**src/rtl/pid_pkg.sv**
```systemverilog
package pid_pkg;

  typedef struct packed {
    logic irq_on;
    logic edge_mode;
    logic neg_pol;
    logic both_edge;
  } pid_cfg_t;

  // Drop the both-edge bit when the build does not offer it.
  function automatic pid_cfg_t pid_norm(pid_cfg_t c, bit both_ok);
    pid_cfg_t r;
    r = c;
    r.both_edge = c.both_edge & both_ok;
    return r;
  endfunction

endpackage

```
**src/rtl/pid_cfg_watch.sv**
```systemverilog
module pid_cfg_watch
  import pid_pkg::*;
#(
  parameter bit BOTH_EDGE_EN = 1'b1
) (
  input  logic     clk,
  input  logic     rst_n,
  input  pid_cfg_t cfg_i,
  output pid_cfg_t cfg_o,
  output logic     chg_o
);

  pid_cfg_t cfg_n;
  pid_cfg_t cfg_q;

  assign cfg_n = pid_norm(cfg_i, BOTH_EDGE_EN);

  always_ff @(posedge clk) begin
    if (!rst_n) cfg_q <= '0;
    else        cfg_q <= cfg_n;
  end

  assign cfg_o = cfg_n;
  assign chg_o = (cfg_n != cfg_q);

  // a change flag is raised only when the applied configuration moves
  p_chg_moves_r9: assert property (@(posedge clk) disable iff (!rst_n)
    chg_o |=> (cfg_q == $past(cfg_n)));

endmodule

```
**src/rtl/pid_edge_det.sv**
```systemverilog
module pid_edge_det (
  input  logic clk,
  input  logic rst_n,
  input  logic pin_i,
  input  logic neg_pol_i,
  input  logic both_i,
  output logic hit_o,
  output logic level_o
);

  logic prev_q;
  logic rise;
  logic fall;

  // The previous sample always holds the raw pin, also during reset, so
  // polarity changes or reset release never fabricate a transition.
  always_ff @(posedge clk) begin
    prev_q <= pin_i;
  end

  assign rise    = pin_i & ~prev_q;
  assign fall    = ~pin_i & prev_q;
  assign level_o = pin_i ^ neg_pol_i;

  always_comb begin
    if (both_i)         hit_o = rise | fall;
    else if (neg_pol_i) hit_o = fall;
    else                hit_o = rise;
  end

  // a steady pin never produces a hit
  p_steady_quiet_r3: assert property (@(posedge clk) disable iff (!rst_n)
    $stable(pin_i) |-> !hit_o);

endmodule

```
**src/rtl/pid_lane.sv**
```systemverilog
module pid_lane
  import pid_pkg::*;
#(
  parameter bit BOTH_EDGE_EN = 1'b1
) (
  input  logic     clk,
  input  logic     rst_n,
  input  logic     pin_i,
  input  pid_cfg_t cfg_i,
  input  logic     clr_i,
  output logic     status_o
);

  pid_cfg_t cfg_eff;
  logic     cfg_chg;
  logic     hit;
  logic     lvl;
  logic     st_q;
  logic     st_d;

  pid_cfg_watch #(.BOTH_EDGE_EN(BOTH_EDGE_EN)) u_watch (
    .clk   (clk),
    .rst_n (rst_n),
    .cfg_i (cfg_i),
    .cfg_o (cfg_eff),
    .chg_o (cfg_chg)
  );

  pid_edge_det u_edge (
    .clk       (clk),
    .rst_n     (rst_n),
    .pin_i     (pin_i),
    .neg_pol_i (cfg_eff.neg_pol),
    .both_i    (cfg_eff.both_edge),
    .hit_o     (hit),
    .level_o   (lvl)
  );

  always_comb begin
    if (!cfg_eff.irq_on || cfg_chg) st_d = 1'b0;
    else if (!cfg_eff.edge_mode)    st_d = lvl;
    else                            st_d = hit | (st_q & ~clr_i);
  end

  always_ff @(posedge clk) begin
    if (!rst_n) st_q <= 1'b0;
    else        st_q <= st_d;
  end

  assign status_o = st_q;

  // disarmed lane reads zero
  p_off_quiet_r2: assert property (@(posedge clk) disable iff (!rst_n)
    !cfg_i.irq_on |=> !status_o);

  // level mode follows the adjusted pin, clear ignored
  p_level_follow_r8: assert property (@(posedge clk) disable iff (!rst_n)
    (cfg_i.irq_on && !cfg_i.edge_mode && !cfg_chg)
      |=> (status_o == $past(pin_i ^ cfg_i.neg_pol)));

  // latched edge status holds without a clear
  p_edge_hold_r4: assert property (@(posedge clk) disable iff (!rst_n)
    (cfg_i.irq_on && cfg_i.edge_mode && !cfg_chg && !clr_i && status_o)
      |=> status_o);

  // clear without a transition drops the status
  p_clr_drop_r5: assert property (@(posedge clk) disable iff (!rst_n)
    (cfg_i.edge_mode && clr_i && $stable(pin_i)) |=> !status_o);

  // a transition in the clear cycle wins (single rising-edge case)
  p_edge_wins_r5: assert property (@(posedge clk) disable iff (!rst_n)
    (cfg_i.irq_on && cfg_i.edge_mode && !cfg_i.neg_pol && !cfg_chg && $rose(pin_i))
      |=> status_o);

  // reconfiguration clears the lane
  p_cfg_clear_r9: assert property (@(posedge clk) disable iff (!rst_n)
    cfg_chg |=> !status_o);

endmodule

```
**src/rtl/pin_irq_detect.sv**
```systemverilog
module pin_irq_detect
  import pid_pkg::*;
#(
  parameter int LANES        = 4,
  parameter bit BOTH_EDGE_EN = 1'b1
) (
  input  logic             clk,
  input  logic             rst_n,
  input  logic [LANES-1:0] pin_i,
  input  logic [LANES-1:0] irq_mode_i,
  input  logic [LANES-1:0] edge_sel_i,
  input  logic [LANES-1:0] neg_pol_i,
  input  logic [LANES-1:0] both_sel_i,
  input  logic [LANES-1:0] clr_i,
  output logic [LANES-1:0] status_o
);

  for (genvar g = 0; g < LANES; g++) begin : g_lane
    pid_cfg_t lane_cfg;

    assign lane_cfg.irq_on    = irq_mode_i[g];
    assign lane_cfg.edge_mode = edge_sel_i[g];
    assign lane_cfg.neg_pol   = neg_pol_i[g];
    assign lane_cfg.both_edge = both_sel_i[g];

    pid_lane #(.BOTH_EDGE_EN(BOTH_EDGE_EN)) u_lane (
      .clk      (clk),
      .rst_n    (rst_n),
      .pin_i    (pin_i[g]),
      .cfg_i    (lane_cfg),
      .clr_i    (clr_i[g]),
      .status_o (status_o[g])
    );
  end

  // reset empties every lane
  p_reset_clear_r1: assert property (@(posedge clk)
    !rst_n |=> (status_o == '0));

endmodule

```
**config.mk**
```make
export PLATFORM = sky130hd
export DESIGN_NAME = pin_irq_detect
export DESIGN_NICKNAME = d
export VERILOG_FILES = /design/src/rtl/pid_pkg.sv /design/src/rtl/pid_cfg_watch.sv /design/src/rtl/pid_edge_det.sv /design/src/rtl/pid_lane.sv /design/src/rtl/pin_irq_detect.sv
export SDC_FILE = /design/constraint.sdc
export NUM_CORES = 1
export LEC_CHECK = 0
export BUFFER_PORTS_ARGS = -buffer_cell sky130_fd_sc_hd__buf_4
export CAP_MARGIN = 20
export CELL_PAD_IN_SITES_DETAIL_PLACEMENT = 2
export CELL_PAD_IN_SITES_GLOBAL_PLACEMENT = 2
export CORE_MARGIN = 5
export CORE_UTILIZATION = 31
export DETAILED_ROUTE_END_ITERATION = 10
export PLACE_DENSITY_LB_ADDON = 0.05
export SYNTH_ARGS = -nofsm -noshare
export SYNTH_HDL_FRONTEND = slang
export SYNTH_SLANG_ARGS = --single-unit
```
**constraint.sdc**
```tcl
create_clock -name clk -period 1.1 [get_ports clk]
set_input_delay 0.165 -clock clk [delete_from_list [all_inputs] [get_ports clk]]
set_output_delay 0.165 -clock clk [all_outputs]
set_load 0.005 [all_outputs]
```
==> flow_summary.yaml, run 1 <==
global_route:
  busiest_layer: "met2"
  overflow: 0
  grt_use_met2_pct: 18.2
  grt_max_degree: 17
  use_met3_pct: 2.87
  use_met1_pct: 11.8
  grt_pass1_wl_um: 4110
  globalRouteTotalUtil_pct: 10.2
  first_global_vias: 905
  antenna_found_initial: 0
sta:
  slew_violations: 0
  rsz0062_at_grt: "yes"
  worstMarginPinSlew_ns: 0.230
  finalHoldViolCount: 0
  timing.hold.ws_ns: 0.0661
  period_needed_ns: 1.11
  setup_viol: 1
  relSlewSlack_pct: 84.6
  period_share_pct: 101
  max_freq_ghz: 0.902
  skew_ns: 0.0132
  setup_ws_ns: -0.00875
die:
  initial_core_util_pct: 32.6
  dieWidth_um: 70.0
  die-area_um2: 4900
  core_um2: 3420
  num_rows: 21
  ioPinCount: 30
  die_y_um: 70.0
setup_path:
  crit_fanout: 2
  r2r_start: "g_lane[2].u_lane.u_edge.prev_q$_DFF_P_"
  reg2reg_depth: 5
  worstPathRequired_ns: 1.34
  startpoint_type: "flip-flop"
  cp-end-kind: "flip-flop"
  r2r_end: "g_lane[2].u_lane.status_o$_SDFF_PP0_"
  critPathKind: "flip-flop to flip-flop"
  cp.arrival_ns: 1.35
  regToRegSetupSlack_ns: -0.009
routing:
  drtAntennaViolNets: 0
  drc_errors: 0
  drt_iter0_drc: 14
  via_per_inst: 4.44
  wl_per_cell_um: 13.5
  drt_pass1_iterations: 2
  wl_um: 2480
  vias: 813
hold_path:
  hold_start: "pin_i[3]"
  min_path_cells: 2
  timing.hold.worst_endpoint: "g_lane[3].u_lane.u_edge.prev_q$_DFF_P_"
  worstHoldPathType: "input port to flip-flop"
flow_run:
  cap_viol_max_count: 0
synthesis:
  yosysWarnings: 0
  yosysSeqAreaShare_pct: 43.1
  synth-seq-cells: 24
  syn_area_per_cell_um2: 10.6
  syn_area_um2: 1110
  syn_nets: 139
  synthDistinctLibCells: 15
  postSynthCellCount: 105
place:
  routabilityCongestion: 0.667
  dpl.hpwl_um: 1880
  port_buffers: 29
  dpl_cell_area_um2: 1360
cts:
  cts-root-buf: "clkbuf_4"
  clock_insertion_delay_worst_skew_ns: 0.31
  cts.sinks: 24
  cts_tree: "done"
  cts_buffer_depth: 2
  numCtsBuffers: 3
  cts-htree-levels: 1
  clkTransAtPathRegs_ns: 0.14
  cts_setup_buffers: 0
final_layout:
  fillers: 364
  final_area_um2: 1530
  layout_common_cells: "buf_4 (30), dfxtp_1 (20), and2_1 (12), xnor2_1 (12)"
  antenna-diode-count: 0
  drive_gt1_share_pct: 41.6
  final_common_cell: "buf_4"
  syn2layout_area_growth_pct: 36.9
  nNetsFinal: 172
pwr:
  p_per_area_nw_per_um2: 1220
  p_leak_nw: 0.639
  worst_ir_drop_vdd_mv: 0.496
outcome:
  status: "finished with violations"
  violations: "setup timing"
## critical path, cell delays in order (launching register included)
cell and delay (ns):
dfxtp_2 0.35, inv_1 0.06, ha_1 0.16, mux2i_1 0.07, o2111a_1 0.24, nor3_2 0.15
## how the worst max path moves through the flow
stage | end | depth (start not counted) | start | slack (ns)
final | g_lane[2].u_lane.status_o$_SDFF_PP0_ | 5 | g_lane[2].u_lane.u_edge.prev_q$_DFF_P_ | -0.009
after global routing | g_lane[2].u_lane.status_o$_SDFF_PP0_ | 5 | g_lane[2].u_lane.u_edge.prev_q$_DFF_P_ | -0.09
after CTS | g_lane[1].u_lane.status_o$_SDFF_PP0_ | 4 | g_lane[1].u_lane.u_edge.prev_q$_DFF_P_ | 0.0003
after detailed placement | g_lane[2].u_lane.status_o$_SDFF_PP0_ | 6 | pin_i[2] | -0.03
after global placement | g_lane[0].u_lane.status_o$_SDFF_PP0_ | 6 | pin_i[0] | 0.006
after floorplan | g_lane[0].u_lane.status_o$_SDFF_PP0_ | 4 | g_lane[0].u_lane.u_edge.prev_q$_DFF_P_ | 0.08
## kinds of logic after synthesis
kind of cell / after synthesis / share of synthesized area (%)
buffers and inverters: 13 / 5.72
and+or+nand+nor: 32 / 19.3
xor gates and xnor gates: 16 / 12.6
adders and majority gates: 8 / 8.98
muxes: 4 / 3.59
AOI/OAI and AO/OA: 8 / 6.73
DFF: 24 / 43.1
## cell usage after synthesis (all sizes together)
cell type | instances | area [um^2]
buf | 4 | 30.0
nor3 | 4 | 40.0
xor2 | 4 | 35.0
nand2b | 8 | 50.1
and2 | 16 | 105
clkbuf | 1 | 3.75
dfxtp | 24 | 480
mux2i | 4 | 40.0
inv | 8 | 30.0
ha | 8 | 100
o211ai | 4 | 30.0
xnor2 | 12 | 105
nand3 | 4 | 20.0
o2111a | 4 | 45.0
## sequential cells by signal (all words and copies together), names as in the netlist
signal,cells
g_lane.u_lane.u_edge.prev_q,4
g_lane.u_lane.status_o,4
g_lane.u_lane.u_watch.cfg_q,16
## stage by stage
step	cells	setup WS [ns]	TNS (ns)	util [%]	total power, mW
finish	183	-0.00875	-0.00875	44.7	1.87
global route	183	-0.0870	-0.171	44.7	1.96
CTS	183	0.000282	0	42.4	1.86
detailed placement	176	-0.0274	-0.0409	39.9	1.21
global placement	176	0.00579	0	39.9	1.20
floorplan	105	0.0755	0	-	1.08
## routing by layer
| layer | share of wire, % | up-vias |
|---|---|---|
| met5 | 0 | - |
| met4 | 0.56 | 0 |
| met3 | 4.8 | 2 |
| met2 | 54 | 18 |
| met1 | 40 | 388 |
| li1 | - | 405 |
## cell type report
type / instances / area [um^2] / share of cell area, %
Multi-Input combinational cell: 68 / 646 / 42.3
Sequential cell: 24 / 485 / 31.8
Timing Repair Buffer: 33 / 255 / 16.7
Tap cell: 46 / 57.6 / 3.77
Clock inverter: 1 / 30.0 / 1.97
Inverter: 8 / 30.0 / 1.97
Clock buffer: 3 / 22.5 / 1.48
## power by group
group | internal (mW) | switching [mW] | leakage (nW) | total, mW
Combinational | 0.177 | 0.122 | 0.412 | 0.299
Clock | 0.368 | 0.271 | 0.0279 | 0.639
Sequential | 0.911 | 0.0201 | 0.199 | 0.931
Total | 1.46 | 0.413 | 0.639 | 1.87
## what timing repair did
action | in CTS | in global routing
gates resized for setup | 2 | 15
endpoints found under the setup margin | 2 | 4
cloned | 0 | 0
pin swaps | 3 | 6
hold endpoints to repair | 3 | 0
hold buffers | 3 | 0
(Power assumes the default switching activity.)
==> run 2, diff against run 1 <==
CTS_CLUSTER_SIZE = 25   (was unset)
GPL_TIMING_DRIVEN = 0   (was unset)
==> flow_summary.yaml, run 2 (synthesis gave the netlist of run 1 again) <==
cts:
  clock_insertion_delay_worst_skew_ns: 0.30
  cts_setup_buffers: 0
  cts_buffer_depth: 2
  numCtsBuffers: 3
  cts-root-buf: "clkbuf_4"
  cts_tree: "done"
  cts.sinks: 24
  cts-htree-levels: 1
  clkTransAtPathRegs_ns: 0.12
setup_path:
  critPathKind: "flip-flop to flip-flop"
  cp-end-kind: "flip-flop"
  cp_slowest_cell: "dfxtp_2"
  max_stage_delay_ns: 0.36
  cp.arrival_ns: 1.34
  crit_start: "g_lane[0].u_lane.u_edge.prev_q$_DFF_P_"
  startpoint_type: "flip-flop"
  cpLargestDelayFamily: "flip-flops"
  worstPathRequired_ns: 1.31
  crit_fanout: 2
  r2r_start: "g_lane[0].u_lane.u_edge.prev_q$_DFF_P_"
  cp.buffers_inverters: 1
  crit_chain: "inv_2 > ha_2 > mux2i_1 > o2111a_1 > nor3_2"
sta:
  rsz0062_at_grt: "yes"
  skew_ns: 0.00616
  setup_viol: 1
  slew_violations: 0
  period_share_pct: 104
  period_needed_ns: 1.14
  setup_ws_ns: -0.0389
  max_freq_ghz: 0.878
  relSlewSlack_pct: 76.7
  worstMarginPinSlew_ns: 0.350
  finalHoldViolCount: 0
die:
  dieWidth_um: 70.0
  die-area_um2: 4900
  die_y_um: 70.0
  num_rows: 21
  initial_core_util_pct: 32.6
  ioPinCount: 30
  core_um2: 3420
place:
  dpl_cell_area_um2: 1390
  port_buffers: 29
  dpl.hpwl_um: 1850
  routabilityCongestion: 0.671
final_layout:
  drive_gt1_share_pct: 41.1
  largest_reg_flops: 16
  final_area_um2: 1520
  antenna-diode-count: 0
  layout_common_cells: "buf_4 (31), dfxtp_1 (18), and2_1 (12), xnor2_1 (12)"
  nNetsFinal: 177
  regMostFlops: "g_lane.u_lane.u_watch.cfg_q"
  final_common_cell: "buf_4"
  syn2layout_area_growth_pct: 36.1
routing:
  via_per_inst: 4.47
  drc_errors: 0
  vias: 835
  wl_per_cell_um: 13.1
  wl_um: 2450
  drt_pass1_iterations: 2
  drtAntennaViolNets: 0
  drt_iter0_drc: 2
pwr:
  p_per_area_nw_per_um2: 1050
  finalPower_mw: 1.59
  p_leak_nw: 0.651
  worst_ir_drop_vdd_mv: 0.411
global_route:
  first_global_vias: 938
  globalRouteTotalUtil_pct: 10.2
  grt_pass1_wl_um: 4070
  antenna_found_initial: 0
  grt_max_degree: 13
  overflow: 0
outcome:
  status: "finished with violations"
  violations: "setup timing"
hold_path:
  worstHoldPathType: "input port to flip-flop"
  hold_start: "irq_mode_i[3]"
flow_run:
  cap_viol_max_count: 0
==> run 2: changes by cell type in the layout (fill, tap and decap cells not counted) <==
cell           before  now
dlygate4sd3_1       3    4
inv_2               3    2
ha_1                3    5
buf_4              30   31
dfxtp_2             4    6
inv_1               5    6
dfxtp_1            20   18
ha_4                4    2
bufinv_16           1    0
clkbuf_1            0    1
buf_6               0    2
==> run 2: final cells by class <==
cell class	instances	area (um^2)
Fill cell	365	1900
Multi-Input combinational cell	68	621
Sequential cell	24	488
Timing Repair Buffer	33	265
Tap cell	46	57.6
Buffer	5	33.8
Inverter	8	30.0
Clock buffer	3	22.5
==> run 2: layer usage <==
metal  track usage [%]  up-vias  routed length, um  share of wire [%]
met3              2.87        2                115                4.7
met2              17.9       18               1310                 53
met1              11.3      401               1010                 41
li1                  -      414                  -                  -
met4              4.47        0                 14               0.57
met5                 0        -                  0                  0
==> run 2: timing repair <==
action	in CTS	in global routing
resized for setup	5	12
pin swaps	5	4
hold endpoints to repair	4	0
endpoints found under the setup margin	4	6
hold buffers	4	0
==> run 2: worst reg2reg max path, stage by stage (launching register included) <==
cell and delay, ns:
dfxtp_2 0.36, inv_2 0.04, ha_2 0.16, mux2i_1 0.21, o2111a_1 0.22, nor3_2 0.05
==> run 2: power breakdown <==
group / leakage [nW] / switching, mW / internal, mW
registers: 0.200 / 0.0184 / 0.911
clock network: 0.0138 / 0.243 / 0.128
logic: 0.437 / 0.118 / 0.176
==> run 2: through the flow <==
step           instances   TNS, ns  hold WS (ns)  utilization, %  setup slack (ns)
2_1_floorplan        105         0         0.193               -            0.0755
3_3_place_gp         180  -0.00462         0.304            40.7          -0.00462
3_5_place_dp         180   -0.0486         0.305            40.7           -0.0375
4_1_cts              187         0        0.0757            42.9           0.00166
5_1_grt              187    -0.172        0.0645            44.4           -0.0869
6_report             187   -0.0389        0.0909            44.4           -0.0389
==> run 2: worst paths after layout <==
kind,to,slack [ns],cells past startpoint
setup / recovery,g_lane[0].u_lane.status_o$_SDFF_PP0_,-0.04,5
hold / removal,g_lane[3].u_lane.u_watch.cfg_q[3]$_SDFF_PN0_,0.09,2
setup reg to reg,g_lane[0].u_lane.status_o$_SDFF_PP0_,-0.04,5
hold reg to reg,g_lane[1].u_lane.status_o$_SDFF_PP0_,0.46,2
==> run 3, diff against run 2 <==
PLACE_DENSITY = 0.75   (was unset)
PLACE_DENSITY_LB_ADDON = unset   (was 0.05)
SETUP_SLACK_MARGIN = 0.15   (was unset)
==> flow_summary.yaml, run 3 (synthesis gave the netlist of run 1 again) <==
outcome:
  status: "finished with violations"
  violations: "setup timing"
routing:
  wl_per_cell_um: 13.6
  via_per_inst: 4.44
  drc_errors: 0
  vias: 840
  drtAntennaViolNets: 0
  wl_um: 2570
  drt_iter0_drc: 5
  drt_pass1_iterations: 3
cts:
  clkTransAtPathRegs_ns: 0.14
  cts.sinks: 24
  clock_insertion_delay_worst_skew_ns: 0.32
  cts_tree: "done"
  cts_buffer_depth: 2
  cts-root-buf: "clkbuf_4"
  cts-htree-levels: 1
  numCtsBuffers: 3
global_route:
  globalRouteTotalUtil_pct: 11.5
  overflow: 0
  first_global_vias: 970
  antenna_found_initial: 0
  grt_pass1_wl_um: 4440
  grt_max_degree: 14
die:
  die_y_um: 70.0
  num_rows: 21
  core_um2: 3420
  dieWidth_um: 70.0
  ioPinCount: 30
  initial_core_util_pct: 32.6
  die-area_um2: 4900
pwr:
  seqPwrFrac_pct: 54.1
  pwr-share-comb_pct: 18.6
  p_clk_share_pct: 27.4
  switching_share_pct: 24.5
  p_per_area_nw_per_um2: 1050
  p_int_mw: 1.30
  power_switching_mw: 0.423
  worst_ir_drop_vdd_mv: 0.551
  p_leak_nw: 0.674
final_layout:
  syn2layout_area_growth_pct: 47.5
  final_common_cell: "buf_4"
  antenna-diode-count: 0
  largest_reg_flops: 16
  regMostFlops: "g_lane.u_lane.u_watch.cfg_q"
  layout_common_cells: "buf_4 (26), dfxtp_1 (16), and2_1 (12), xnor2_1 (12)"
  final_area_um2: 1640
  drive_gt1_share_pct: 49.0
  nNetsFinal: 178
  fin_util_pct: 48.1
sta:
  relSlewSlack_pct: 76.5
  period_share_pct: 100
  worstMarginPinSlew_ns: 0.353
  rsz0062_at_grt: "yes"
  finalHoldViolCount: 0
  setup_viol: 1
  setup_ws_ns: -0.0000144
  slew_violations: 0
  skew_ns: 0.0144
  period_needed_ns: 1.10
  max_freq_ghz: 0.909
  finalSetupTns_ns: -0.0000144
hold_path:
  worstHoldPathType: "input port to flip-flop"
  hold_start: "irq_mode_i[2]"
place:
  dpl.hpwl_um: 1900
  port_buffers: 29
  dpl_cell_area_um2: 1390
  routabilityCongestion: 0.696
setup_path:
  cp.arrival_ns: 1.35
  crit_fanout: 2
  r2r_start: "g_lane[2].u_lane.u_edge.prev_q$_DFF_P_"
  startpoint_type: "flip-flop"
  cp-end-kind: "flip-flop"
  crit_start: "g_lane[2].u_lane.u_edge.prev_q$_DFF_P_"
  critPathKind: "flip-flop to flip-flop"
  worstPathRequired_ns: 1.35
flow_run:
  cap_viol_max_count: 0
run 3: changes by cell type in the layout (fill, tap and decap cells not counted), sizes merged:
| cell | previous run | this run |
|---|---|---|
| buf | 33 | 34 |
| clkbuf | 4 | 5 |
run 3: critical path, cell delays in order, from the launching register on:
cell and delay, ns:
dfxtp_2 0.37, ha_4 0.23, nand2b_4 0.13, o2111a_1 0.13, nor3_2 0.17
run 3: layout make-up:
| type | instances | area [um^2] |
|---|---|---|
| tap | 46 | 57.6 |
| fill | 358 | 1770 |
| sequential | 24 | 490 |
| timing repair buffer | 34 | 280 |
| multi-input combinational | 68 | 701 |
| buffer | 5 | 48.8 |
| inverter | 8 | 30.0 |
| clock buffer | 4 | 36.3 |
run 3: repair_timing:
item,CTS,global route
endpoints found under the setup margin,8,8
buffers inserted,1,0
endpoints found under the hold margin,4,0
gates resized for setup,33,3
cloned,0,0
hold buffers,4,0
pin swaps,5,2
run 3: worst paths after layout:
| check | to | slack [ns] | cells after the start |
|---|---|---|---|
| setup / recovery | g_lane[2].u_lane.status_o$_SDFF_PP0_ | -0.00001 | 4 |
| hold / removal | g_lane[2].u_lane.u_watch.cfg_q[3]$_SDFF_PN0_ | 0.07 | 2 |
| setup reg to reg | g_lane[2].u_lane.status_o$_SDFF_PP0_ | -0.00001 | 4 |
| hold reg to reg | g_lane[1].u_lane.status_o$_SDFF_PP0_ | 0.46 | 2 |
run 3: power by group through the flow:
stage,Combinational (mW),Sequential [mW],Clock (mW)
after global placement,0.255,0.944,0
after global routing,0.357,0.938,0.547
after detailed placement,0.268,0.946,0
after CTS,0.324,0.934,0.499
final,0.320,0.933,0.472
after floorplan,0.136,0.942,0
run 3: metal layers:
layer | up-vias | wire (um) | global-route usage [%]
met2 | 17 | 1390 | 20.7
met4 | 0 | 19 | 4.47
met3 | 2 | 88 | 3.59
met5 | - | 0 | 0
li1 | 418 | - | -
met1 | 403 | 1070 | 12.4
run 3: stage by stage:
| stage | hold WS [ns] | setup WS [ns] | std cells | total power [mW] |
|---|---|---|---|---|
| detailed placement | 0.310 | -0.0261 | 180 | 1.21 |
| global placement | 0.305 | 0.0399 | 180 | 1.20 |
| global route | 0.0461 | -0.0628 | 189 | 1.84 |
| CTS | 0.0613 | -0.00672 | 189 | 1.76 |
| floorplan | 0.193 | 0.106 | 105 | 1.08 |
| finish | 0.0712 | -0.0000144 | 189 | 1.73 |
